--- src/rtl/mwe_pkg.sv ---
// Package: shared bit positions and types for the serial EEPROM emulator.
// Assumes a 32-bit register bus and 16-bit storage words.
package mwe_pkg;
    // control register bit positions
    localparam int CTL_SK   = 0;
    localparam int CTL_CS   = 1;
    localparam int CTL_DI   = 2;
    localparam int CTL_DO   = 3;
    localparam int CTL_GNT  = 7;
    localparam int CTL_PRES = 8;

    // word-read register fields
    localparam int WRD_START    = 0;
    localparam int WRD_DONE     = 4;
    localparam int WRD_ADDR_LSB = 8;
    localparam int WRD_ADDR_W   = 8;
    localparam int WRD_DATA_LSB = 16;

    localparam logic [2:0] OP_READ = 3'b110;

    // control bits that survive a write
    typedef struct packed {
        logic       req;
        logic [1:0] fwe;
        logic       di;
        logic       cs;
        logic       sk;
    } ctl_keep_t;

    // pick the retained bits out of a control write
    function automatic ctl_keep_t keep_of(input logic [31:0] w);
        ctl_keep_t k;
        k.req = w[6];
        k.fwe = w[5:4];
        k.di  = w[CTL_DI];
        k.cs  = w[CTL_CS];
        k.sk  = w[CTL_SK];
        return k;
    endfunction
endpackage

--- src/rtl/mwe_store.sv ---
// Module: word storage with one load port and two combinational read ports.
// Assumes contents are loaded before use; the array has no reset.
module mwe_store #(
    parameter int WORDS  = 64,
    parameter int WORD_W = 16,
    localparam int AW    = $clog2(WORDS)
) (
    input  logic              clk,
    input  logic              ld_en,
    input  logic [AW-1:0]     ld_addr,
    input  logic [WORD_W-1:0] ld_data,
    input  logic [AW-1:0]     rd_a_addr,
    output logic [WORD_W-1:0] rd_a_data,
    input  logic [AW-1:0]     rd_b_addr,
    output logic [WORD_W-1:0] rd_b_data
);
    logic [WORD_W-1:0] mem_q [WORDS];

    // load one word per cycle
    always_ff @(posedge clk) begin
        if (ld_en) mem_q[ld_addr] <= ld_data;
    end

    // read ports
    assign rd_a_data = mem_q[rd_a_addr];
    assign rd_b_data = mem_q[rd_b_addr];
endmodule

--- src/rtl/mwe_serial.sv ---
// Module: bit-banged serial engine. Finds clock and select edges by comparing
// each control write with the stored copy, collects the command, and runs a
// bit index over the storage for reads. Assumes one control write per cycle.
module mwe_serial
    import mwe_pkg::*;
#(
    parameter int WORDS  = 64,
    parameter int WORD_W = 16,
    parameter int CNT_W  = 5,
    localparam int AW    = $clog2(WORDS),
    localparam int BW    = $clog2(WORD_W),
    localparam int IW    = AW + BW,
    localparam int CMD_BITS = AW + 3
) (
    input  logic              clk,
    input  logic              rst_n,
    input  logic              ctl_wr,
    input  ctl_keep_t         ctl_new,
    input  logic [WORD_W-1:0] word_data,
    output logic [AW-1:0]     word_sel,
    output ctl_keep_t         ctl_keep,
    output logic              data_out
);
    localparam logic [CNT_W-1:0] CNT_FIRE = CNT_W'(CMD_BITS);

    ctl_keep_t             keep_q;
    logic [CMD_BITS-1:0]   shift_q, shift_d;
    logic [CNT_W-1:0]      cnt_q, cnt_d;
    logic [IW-1:0]         idx_q, idx_d;
    logic                  reading_q, reading_d;
    logic [BW-1:0]         bit_pos;

    // next-state of the serial protocol for one control write
    always_comb begin
        shift_d   = shift_q;
        cnt_d     = cnt_q;
        idx_d     = idx_q;
        reading_d = reading_q;
        if (ctl_wr && ctl_new.cs) begin
            if (!keep_q.cs) begin
                shift_d   = '0;
                cnt_d     = '0;
                idx_d     = '0;
                reading_d = 1'b0;
            end
            if (ctl_new.sk != keep_q.sk) begin
                if (!ctl_new.sk) begin
                    idx_d = idx_d + 1'b1;
                end else begin
                    shift_d = {shift_d[CMD_BITS-2:0], ctl_new.di};
                    if (cnt_d != '1) cnt_d = cnt_d + 1'b1;
                    if (cnt_d == CNT_FIRE && !reading_d) begin
                        idx_d     = {shift_d[AW-1:0], {BW{1'b0}}} - 1'b1;
                        reading_d = (shift_d[CMD_BITS-1 -: 3] == OP_READ);
                    end
                end
            end
        end
    end

    // state registers
    always_ff @(posedge clk) begin
        if (!rst_n) begin
            keep_q    <= '0;
            shift_q   <= '0;
            cnt_q     <= '0;
            idx_q     <= '0;
            reading_q <= 1'b0;
        end else begin
            if (ctl_wr) keep_q <= ctl_new;
            shift_q   <= shift_d;
            cnt_q     <= cnt_d;
            idx_q     <= idx_d;
            reading_q <= reading_d;
        end
    end

    // data-out selection: MSB of each word first
    assign word_sel = idx_q[IW-1:BW];
    assign bit_pos  = ~idx_q[BW-1:0];
    assign data_out = reading_q ? word_data[bit_pos] : 1'b1;
    assign ctl_keep = keep_q;

    AST_CS_LOW_FREEZE: assert property (@(posedge clk) disable iff (!rst_n)
        (ctl_wr && !ctl_new.cs) |=> ($stable(cnt_q) && $stable(idx_q) && $stable(reading_q) && $stable(shift_q)));
    AST_CS_RISE_CLEAR: assert property (@(posedge clk) disable iff (!rst_n)
        (ctl_wr && ctl_new.cs && !keep_q.cs && (ctl_new.sk == keep_q.sk)) |=> (cnt_q == '0 && idx_q == '0 && !reading_q));
    AST_FALL_ADVANCE: assert property (@(posedge clk) disable iff (!rst_n)
        (ctl_wr && ctl_new.cs && keep_q.cs && keep_q.sk && !ctl_new.sk) |=> (idx_q == IW'($past(idx_q) + 1'b1)));
    AST_NO_EDGE_HOLD: assert property (@(posedge clk) disable iff (!rst_n)
        (ctl_wr && ctl_new.cs && keep_q.cs && (ctl_new.sk == keep_q.sk)) |=> ($stable(cnt_q) && $stable(idx_q) && $stable(reading_q)));
endmodule

--- src/rtl/mwe_word_reg.sv ---
// Module: parallel word-read register. Holds the last written value and
// forms the read value from it and the addressed storage word.
// Assumes WORD_W is at most 16 so the word fits in bits 31:16.
module mwe_word_reg
    import mwe_pkg::*;
#(
    parameter int WORDS  = 64,
    parameter int WORD_W = 16,
    localparam int AW    = $clog2(WORDS)
) (
    input  logic              clk,
    input  logic              rst_n,
    input  logic              wr,
    input  logic [31:0]       wdata,
    input  logic [WORD_W-1:0] word_data,
    output logic [AW-1:0]     word_sel,
    output logic [31:0]       rd_value
);
    localparam logic [WRD_ADDR_W-1:0] LAST_IDX = WRD_ADDR_W'(WORDS - 1);

    logic [31:0] wreg_q;
    logic [31:0] base;
    logic        in_range;

    // hold the last written value
    always_ff @(posedge clk) begin
        if (!rst_n)  wreg_q <= '0;
        else if (wr) wreg_q <= wdata;
    end

    // read value: raw when idle, done plus word when started
    always_comb begin
        base     = wreg_q;
        base[WRD_START] = 1'b0;
        in_range = wreg_q[WRD_ADDR_LSB +: WRD_ADDR_W] <= LAST_IDX;
        if (!wreg_q[WRD_START]) begin
            rd_value = wreg_q;
        end else begin
            rd_value = base;
            rd_value[WRD_DONE] = 1'b1;
            if (in_range)
                rd_value = rd_value | ({{(32-WORD_W){1'b0}}, word_data} << WRD_DATA_LSB);
        end
    end

    assign word_sel = wreg_q[WRD_ADDR_LSB +: AW];
endmodule

--- src/rtl/eeprom_bitbang_emu.sv ---
// Module: top of the serial EEPROM emulator. Decodes the register bus,
// registers read data one cycle after the strobe, and ties the serial
// engine and word-read register to the shared storage.
// Assumes reads and writes have no side effect beyond the named registers.
module eeprom_bitbang_emu
    import mwe_pkg::*;
#(
    parameter int WORDS  = 64,
    parameter int WORD_W = 16,
    parameter int CNT_W  = 5,
    parameter int ADDR_W = 4,
    localparam int AW    = $clog2(WORDS)
) (
    input  logic              clk,
    input  logic              rst_n,
    input  logic              bus_wr,
    input  logic              bus_rd,
    input  logic [ADDR_W-1:0] bus_addr,
    input  logic [31:0]       bus_wdata,
    output logic [31:0]       bus_rdata,
    output logic              bus_rvalid,
    input  logic              ld_en,
    input  logic [AW-1:0]     ld_addr,
    input  logic [WORD_W-1:0] ld_data
);
    localparam logic [ADDR_W-1:0] CTL_OFF = ADDR_W'(0);
    localparam logic [ADDR_W-1:0] WRD_OFF = ADDR_W'(4);

    logic              ctl_hit, wrd_hit;
    ctl_keep_t         keep;
    logic              data_out;
    logic [AW-1:0]     ser_sel, wrd_sel;
    logic [WORD_W-1:0] ser_word, wrd_word;
    logic [31:0]       wrd_value, ctl_value, rd_mux;

    assign ctl_hit = (bus_addr == CTL_OFF);
    assign wrd_hit = (bus_addr == WRD_OFF);

    mwe_store #(.WORDS(WORDS), .WORD_W(WORD_W)) u_store (
        .clk(clk), .ld_en(ld_en), .ld_addr(ld_addr), .ld_data(ld_data),
        .rd_a_addr(ser_sel), .rd_a_data(ser_word),
        .rd_b_addr(wrd_sel), .rd_b_data(wrd_word)
    );

    mwe_serial #(.WORDS(WORDS), .WORD_W(WORD_W), .CNT_W(CNT_W)) u_serial (
        .clk(clk), .rst_n(rst_n), .ctl_wr(bus_wr && ctl_hit),
        .ctl_new(keep_of(bus_wdata)), .word_data(ser_word),
        .word_sel(ser_sel), .ctl_keep(keep), .data_out(data_out)
    );

    mwe_word_reg #(.WORDS(WORDS), .WORD_W(WORD_W)) u_word (
        .clk(clk), .rst_n(rst_n), .wr(bus_wr && wrd_hit), .wdata(bus_wdata),
        .word_data(wrd_word), .word_sel(wrd_sel), .rd_value(wrd_value)
    );

    // control read value: retained bits, data-out, present and granted
    assign ctl_value = {23'b0, 1'b1, 1'b1, keep.req, keep.fwe, data_out,
                        keep.di, keep.cs, keep.sk};

    // read multiplexer
    always_comb begin
        if (ctl_hit)      rd_mux = ctl_value;
        else if (wrd_hit) rd_mux = wrd_value;
        else              rd_mux = '0;
    end

    // registered read return
    always_ff @(posedge clk) begin
        if (!rst_n) begin
            bus_rdata  <= '0;
            bus_rvalid <= 1'b0;
        end else begin
            bus_rvalid <= bus_rd;
            if (bus_rd) bus_rdata <= rd_mux;
        end
    end

    AST_CTL_PRESENT: assert property (@(posedge clk) disable iff (!rst_n)
        (bus_rd && ctl_hit) |=> (bus_rvalid && bus_rdata[CTL_PRES] && bus_rdata[CTL_GNT]));
endmodule

--- config.mk ---
export PLATFORM = sky130hd
export DESIGN_NAME = eeprom_bitbang_emu
export DESIGN_NICKNAME = d
export VERILOG_FILES = /design/src/rtl/mwe_pkg.sv /design/src/rtl/mwe_store.sv /design/src/rtl/mwe_serial.sv /design/src/rtl/mwe_word_reg.sv /design/src/rtl/eeprom_bitbang_emu.sv
export SDC_FILE = /design/constraint.sdc
export NUM_CORES = 1
export LEC_CHECK = 0
export BUFFER_PORTS_ARGS = -buffer_cell sky130_fd_sc_hd__clkbuf_2
export CAP_MARGIN = 40
export CORE_UTILIZATION = 34
export DETAILED_ROUTE_END_ITERATION = 10
export HOLD_SLACK_MARGIN = 0.06
export SYNTH_ARGS = -nofsm -noshare
export SYNTH_HDL_FRONTEND = slang
export SYNTH_SLANG_ARGS = --single-unit
export TNS_END_PERCENT = 100
--- constraint.sdc ---
create_clock -name clk -period 4 [get_ports clk]
set_input_delay 0.6 -clock clk [delete_from_list [all_inputs] [get_ports clk]]
set_output_delay 0.6 -clock clk [all_outputs]
set_load 0.05 [all_outputs]
==> metrics, run 1 <==
routability cong.=0.876; RSZ-0062 raised after global routing=no; main combinational cell family by area after synthesis=multiplexers; Clk pin slew, worst setup/hold paths=0.06 ns; initial cell density of the core=34.2%; worst hold path type=input port to flip-flop; Int Power=19.3 mW; Compound-Gate Fraction of Synth Area=4.06%; largest net degree at the start of global routing=65; post-DP HPWL=104000 um; Die X-Extent=393 um; proportion of layout cells with a drive suffix above 1=37.1%; wire per inst=32.2 um; Pleak=17.9 nW; most frequent CP cell=mux4_2; global-route usage over all layers=21.2%; r2r worst-path depth=8; gr ovfl total=0; max_cap viols=0; maximum fanout along the worst path=49; die area=0.154 mm2; commonest non-fill, non-tap cells in the layout=edfxtp_1, mux4_2, buf_4; Comb power frac=2.8%; clock power share=44.0%; r2r endpoint=bus_rdata[3]$_SDFFE_PN0P_; Final Core Density=39.4%; Max Transition Viols Final=0; Setup-failing EPs final=0; post-layout minimum cycle time=3.46 ns; Top FF cell, synth=edfxtp_1; Synth Area in XOR/XNOR=0.0843%; Filler cells=13600; TritonCTS clock tree=yes; Tcrit/Tclk final=86.6%; standard-cell rows=143; DRC=0; Final Net Count=3038; WP data required=4.60 ns; Worst Path Buf+Inv=2; first-pass GRT wire length=230000 um; Post CTS Setup Buffer Count=0; Sw Share=21.2%; port bufs=95; simple-gate share of the synthesized area=3.90%; crit-path leading delay family=multiplexers; post-synthesis adder-cell area fraction=0.0964%; Final ANT Viol Nets=0; WP depth=8; synthesized net count=2849; Detailed Route WL=164000 um; Clock Tree Root=clkbuf_16; Tightest Pin Transition=0.958 ns; Startpoint Class=flip-flop; post-synthesis to final-layout area growth=15.2%; IO Pins=96; Post-Syn Area=0.0519 mm2; CP max stage delay=0.79 ns; commonest non-fill, non-tap cell in the layout=edfxtp_1; synthesized instance count=2782; Post-Route Skew=0.0205 ns; Hold Vio Cnt, Final=0; fraction of synthesized area in multiplexers=26.4%; Fin Setup TNS=0 ns; chip height=393 um; clk_lat worst skew=0.74 ns; DRT iter0 DRCs=4507; CTS Buf Count=118; clk sinks=1131; Max VDD drop=0.000324 V; Yosys warnings=0; #FFs+latches synth=1131; worst setup path category=flip-flop to flip-flop; Synth cell types=74; Clock Tree Buf Depth=3; Worst EP arrival=4.06 ns; DRT Pass-1 Iters=8; Seq/Total Area, Yosys=63.3%; CTS H-tree lvls=3; initial antenna violation count=12; total number of vias=30900; status=finished, final reports clean; worst reg-to-reg setup slack=0.54 ns; Core Area=0.152 mm2; asr flop ratio synth=0%; average instance area after synthesis=18.7 um2; Post-synth EDFFs=1024; Pwr Density=408 mW/mm2; Crit. End Element=flip-flop; achievable frequency=289 MHz; vias in the first global route=30000; min-delay src=bus_wdata[29]; Pwr Total=24.4 mW; Via-to-Cell Ratio=6.06; Hold Path End=u_word.wreg_q[29]$_SDFFE_PN0P_; Psw=5.18 mW; worst path cell trace=buf_12 > mux4_2 > mux4_2 > o21ai_1 > nor4_1 > clkdlybuf4s18_2 > o41ai_1 > o32ai_1; headroom to the max-slew limit=36.1%; Hold Path Depth=3; sequential fraction of design power=53.2%; Slowest cell on crit path=dfxtp_4
-- area by class of cell --
type                       instances  area, um2  area share [%]
antenna                            1       2.50         0.00418
tap                             2030       2540            4.24
multi-input combinational       1415      18100            30.3
clock buffer                     141       3100            5.18
clock inverter                    78        624            1.04
inverter                          17       63.8           0.107
timing repair buffer             288       2470            4.13
sequential                      1131      32900            55.0
-- power by group through the flow --
stage	logic (mW)	registers (mW)	clock network (mW)
final	0.691	13.0	10.8
after global routing	0.725	13.0	11.3
after CTS	0.681	13.0	10.9
after detailed placement	0.679	13.2	0
after global placement	0.659	13.2	0
after floorplan	0.303	13.2	0
-- registers in the layout (all words and copies together) (netlist names), named ones only --
| signal | count |
|---|---|
| u_store.mem_q | 1024 |
| u_serial.idx_q | 10 |
| bus_rdata | 32 |
| u_serial.reading_q | 1 |
| u_serial.ctl_keep | 6 |
| u_serial.cnt_q | 5 |
| bus_rvalid | 1 |
| u_serial.shift_q | 8 |
| u_word.wreg_q | 32 |
-- worst max path at each step --
| stage | start | endpoint | slack (ns) |
|---|---|---|---|
| 6_report | flip-flop | bus_rdata[3]$_SDFFE_PN0P_ | 0.54 |
| 3_5_place_dp | flip-flop | bus_rdata[3]$_SDFFE_PN0P_ | 0.60 |
| 3_3_place_gp | flip-flop | bus_rdata[3]$_SDFFE_PN0P_ | 0.70 |
| 2_1_floorplan | u_serial.ctl_keep[1]$_SDFFE_PN0P_ | flip-flop | 1.11 |
| 5_1_grt | flip-flop | bus_rdata[3]$_SDFFE_PN0P_ | 0.37 |
| 4_1_cts | flip-flop | bus_rdata[3]$_SDFFE_PN0P_ | 0.56 |
-- metal layers --
metal  vias up  global-route usage [%]  part of all wire, %
met1     16500                    29.8                   40
met4        16                    6.06                  3.1
li1      12200                       -                    -
met2      1872                    32.3                   46
met5         -                       0                0.058
met3       282                    5.38                   11
-- worst reg2reg max path, delay by kind of cell (launching register included) --
family | cells | cell delay [ns]
AND/OR/NAND/NOR | 1 | 0.07
AO/OA/AOI/OAI | 3 | 0.66
buffers and inverters | 2 | 0.69
multiplexers | 2 | 1.13
flip-flops | 1 | 0.79
-- metrics by stage --
stage / setup WS [ns] / cells / hold WS, ns / area (um2)
after floorplan: 1.11 / 2782 / 0.436 / 51900
after global placement: 0.696 / 4871 / 0.442 / 56000
after detailed placement: 0.604 / 4878 / 0.448 / 56100
after CTS: 0.562 / 5100 / 0.0623 / 59900
after global routing: 0.373 / 5101 / 0.0906 / 59900
final: 0.538 / 5101 / 0.112 / 59900
-- timing repair --
action | CTS | global route
hold buffers | 3 | 0
hold endpoints to repair | 3 | 0
endpoints found under the setup margin | 0 | 0
gates resized for setup | 0 | 0
-- cells in the mapped netlist, types with 6 or more instances --
library cell | n | area, um2
nor4_1 | 9 | 56.3
a211oi_1 | 9 | 67.6
nor2b_1 | 21 | 131
o21ai_0 | 29 | 145
o211ai_1 | 7 | 52.6
a31oi_1 | 11 | 68.8
mux4_2 | 572 | 12900
nand2b_1 | 10 | 62.6
mux2i_1 | 63 | 631
nand3_1 | 30 | 150
buf_1 | 22 | 82.6
nand4_1 | 22 | 138
o221ai_1 | 11 | 96.3
a22o_1 | 6 | 52.6
nor2_1 | 137 | 514
and2_1 | 9 | 56.3
a221oi_1 | 7 | 61.3
inv_1 | 15 | 56.3
nand2_1 | 141 | 529
or3_1 | 6 | 37.5
mux2_2 | 19 | 214
a22oi_1 | 82 | 616
a21oi_1 | 92 | 460
buf_2 | 65 | 325
buf_4 | 17 | 128
dfxtp_1 | 107 | 2140
edfxtp_1 | 1024 | 30700
or2_2 | 6 | 37.5
buf_6 | 9 | 101
o22ai_1 | 12 | 75.1
clkbuf_1 | 106 | 398
nor3_1 | 21 | 105
nand3b_1 | 6 | 45.0
-- logic make-up after synthesis --
family,after synthesis
xor gates and xnor gates,5
muxes,654
and+or+nand+nor,438
adders and majority gates,4
buffers and inverters,236
DFF,1131
AOI/OAI and AO/OA,314
No activity file was read; power rests on OpenSTA's default activity.
==> inputs of run 2 (changes only) <==
--- a/config.mk
+++ b/config.mk
@@ -10,6 +10,7 @@
 export CORE_UTILIZATION = 34
 export DETAILED_ROUTE_END_ITERATION = 10
 export HOLD_SLACK_MARGIN = 0.06
+export PLACE_DENSITY = 0.48
 export SYNTH_ARGS = -nofsm -noshare
 export SYNTH_HDL_FRONTEND = slang
 export SYNTH_SLANG_ARGS = --single-unit
==> run 2 against run 1 <==
Via count increased by 0.76%. Clock power increased by 8%. Highest routed layer is now met4. Critical path type unchanged. Total power increased by 3.8%. Worst setup slack got worse by 0.14 ns. Core utilization increased by 0.53 points. Critical endpoint unchanged. Hold slack improved by 0.0054 ns. Critical path depth increased by 1.
==> metrics, run 2 (synthesized netlist as in run 1, its figures left out) <==
initial antenna violation count=5; Hold Buf Count CTS=23; Clock Tree Root=clkbuf_16; vias in the first global route=31700; Detailed Route WL=180000 um; headroom to the max-slew limit=35.3%; Core Area=0.152 mm2; DRT Pass-1 Iters=5; Pwr Density=418 mW/mm2; Hold Vio Cnt, Final=0; CTS Buf Count=133; max_cap viols=0; post-DP HPWL=115000 um; total number of vias=31100; port bufs=95; Startpoint Class=flip-flop; achievable frequency=277 MHz; most frequent CP cell=buf_4; placed insts=4890; Crit. End Element=flip-flop; ant diodes=0; largest net degree at the start of global routing=75; Max VDD drop=0.000421 V; Final ANT Viol Nets=0; max FFs per register=1024; IO Pins=96; clk_lat worst skew=0.75 ns; chip height=393 um; Worst Path Buf+Inv=2; Finished Layout Cells=5144; final hold slack=0.117 ns; Die X-Extent=393 um; CP max stage delay=0.75 ns; Filler cells=13500; proportion of layout cells with a drive suffix above 1=37.1%; Worst EP arrival=4.21 ns; leading registers by flop count=u_store.mem_q (1024), bus_rdata (32), u_word.wreg_q (32); DRT iter0 DRCs=3567; DRC=0; Clk pin slew, worst setup/hold paths=0.06 ns; Via-to-Cell Ratio=6.05; worst hold path type=input port to flip-flop; worst path cell trace=buf_4 > buf_4 > mux4_2 > a22oi_1 > a21oi_1 > nor4_1 > o22ai_1 > nor3_1 > o32ai_1; crit-path leading delay family=compound AO/OA/AOI/OAI gates; Fin Setup TNS=0 ns; CTS H-tree lvls=4; Tightest Pin Transition=0.971 ns; Setup-failing EPs final=0; routability cong.=0.840; Pleak=18.2 nW; commonest non-fill, non-tap cell in the layout=edfxtp_1; post_cts resized=0; standard-cell rows=143; Max Transition Viols Final=0; clk sinks=1131; wire per inst=35.1 um; first-pass GRT wire length=251000 um; Biggest register=u_store.mem_q; WP data required=4.61 ns; status=finished, final reports clean; worst setup path category=flip-flop to flip-flop; initial cell density of the core=34.2%; post-synthesis to final-layout area growth=16.8%; Post CTS Setup Buffer Count=0; post-layout minimum cycle time=3.60 ns; gr ovfl total=0; Post-Route Skew=0.0274 ns; Slowest cell on crit path=dfxtp_4; global-route usage over all layers=23.5%; RSZ-0062 raised after global routing=no; Pwr Total=25.4 mW; commonest non-fill, non-tap cells in the layout=edfxtp_1, mux4_2, buf_4; Clock Tree Buf Depth=3; Final Net Count=3085; die area=0.154 mm2; TritonCTS clock tree=yes; maximum fanout along the worst path=27; Tcrit/Tclk final=90.1%
[run 2: layout make-up]
cell class	instances	area (um2)	share of cell area, %
clock buffers	168	3620	5.97
repair buffers	320	2910	4.79
inverters	17	63.8	0.105
clock inverters	63	483	0.796
multi-input cells	1415	18100	29.9
flip-flops and latches	1131	32900	54.3
well taps	2030	2540	4.19
[run 2: report_power, final]
| part | internal [mW] | switching [mW] | leakage [nW] |
|---|---|---|---|
| Sequential | 13.0 | 0.0462 | 10.1 |
| Combinational | 0.257 | 0.474 | 6.14 |
| Clock | 6.81 | 4.84 | 2.00 |
| Total | 20.0 | 5.36 | 18.2 |
[run 2: per-stage QoR]
| stage | area [um2] | utilization [%] | worst slack [ns] |
|---|---|---|---|
| 2_1_floorplan | 51900 | - | 1.11 |
| 5_1_grt | 60700 | 40.0 | 0.118 |
| 3_3_place_gp | 56100 | 36.9 | 0.250 |
| 3_5_place_dp | 56300 | 37.1 | 0.255 |
| 4_1_cts | 60700 | 40.0 | 0.274 |
| 6_report | 60700 | 40.0 | 0.395 |
[run 2: final timing paths]
check / startpoint / endpoint / slack [ns] / cells past startpoint
max: flip-flop / bus_rdata[3]$_SDFFE_PN0P_ / 0.40 / 9
min: bus_wdata[28] / u_word.wreg_q[28]$_SDFFE_PN0P_ / 0.12 / 3
max reg2reg: flip-flop / bus_rdata[3]$_SDFFE_PN0P_ / 0.40 / 9
min reg2reg: u_word.wreg_q[30]$_SDFFE_PN0P_ / u_word.wreg_q[30]$_SDFFE_PN0P_ / 0.46 / 2
[run 2: worst min-delay path, stage by stage]
cell      delay, ns
clkbuf_2       0.11
nand2_1        0.06
a21oi_1        0.05
[run 2: metal layers]
layer,GRT usage [%],up-vias,share of wire [%],wire (um)
li1,-,12300,-,-
met1,33.2,16900,43,76900
met2,36.4,1609,46,83600
met3,5.02,280,8.3,15000
met4,7.00,0,2.8,5060
met5,0,-,0,0
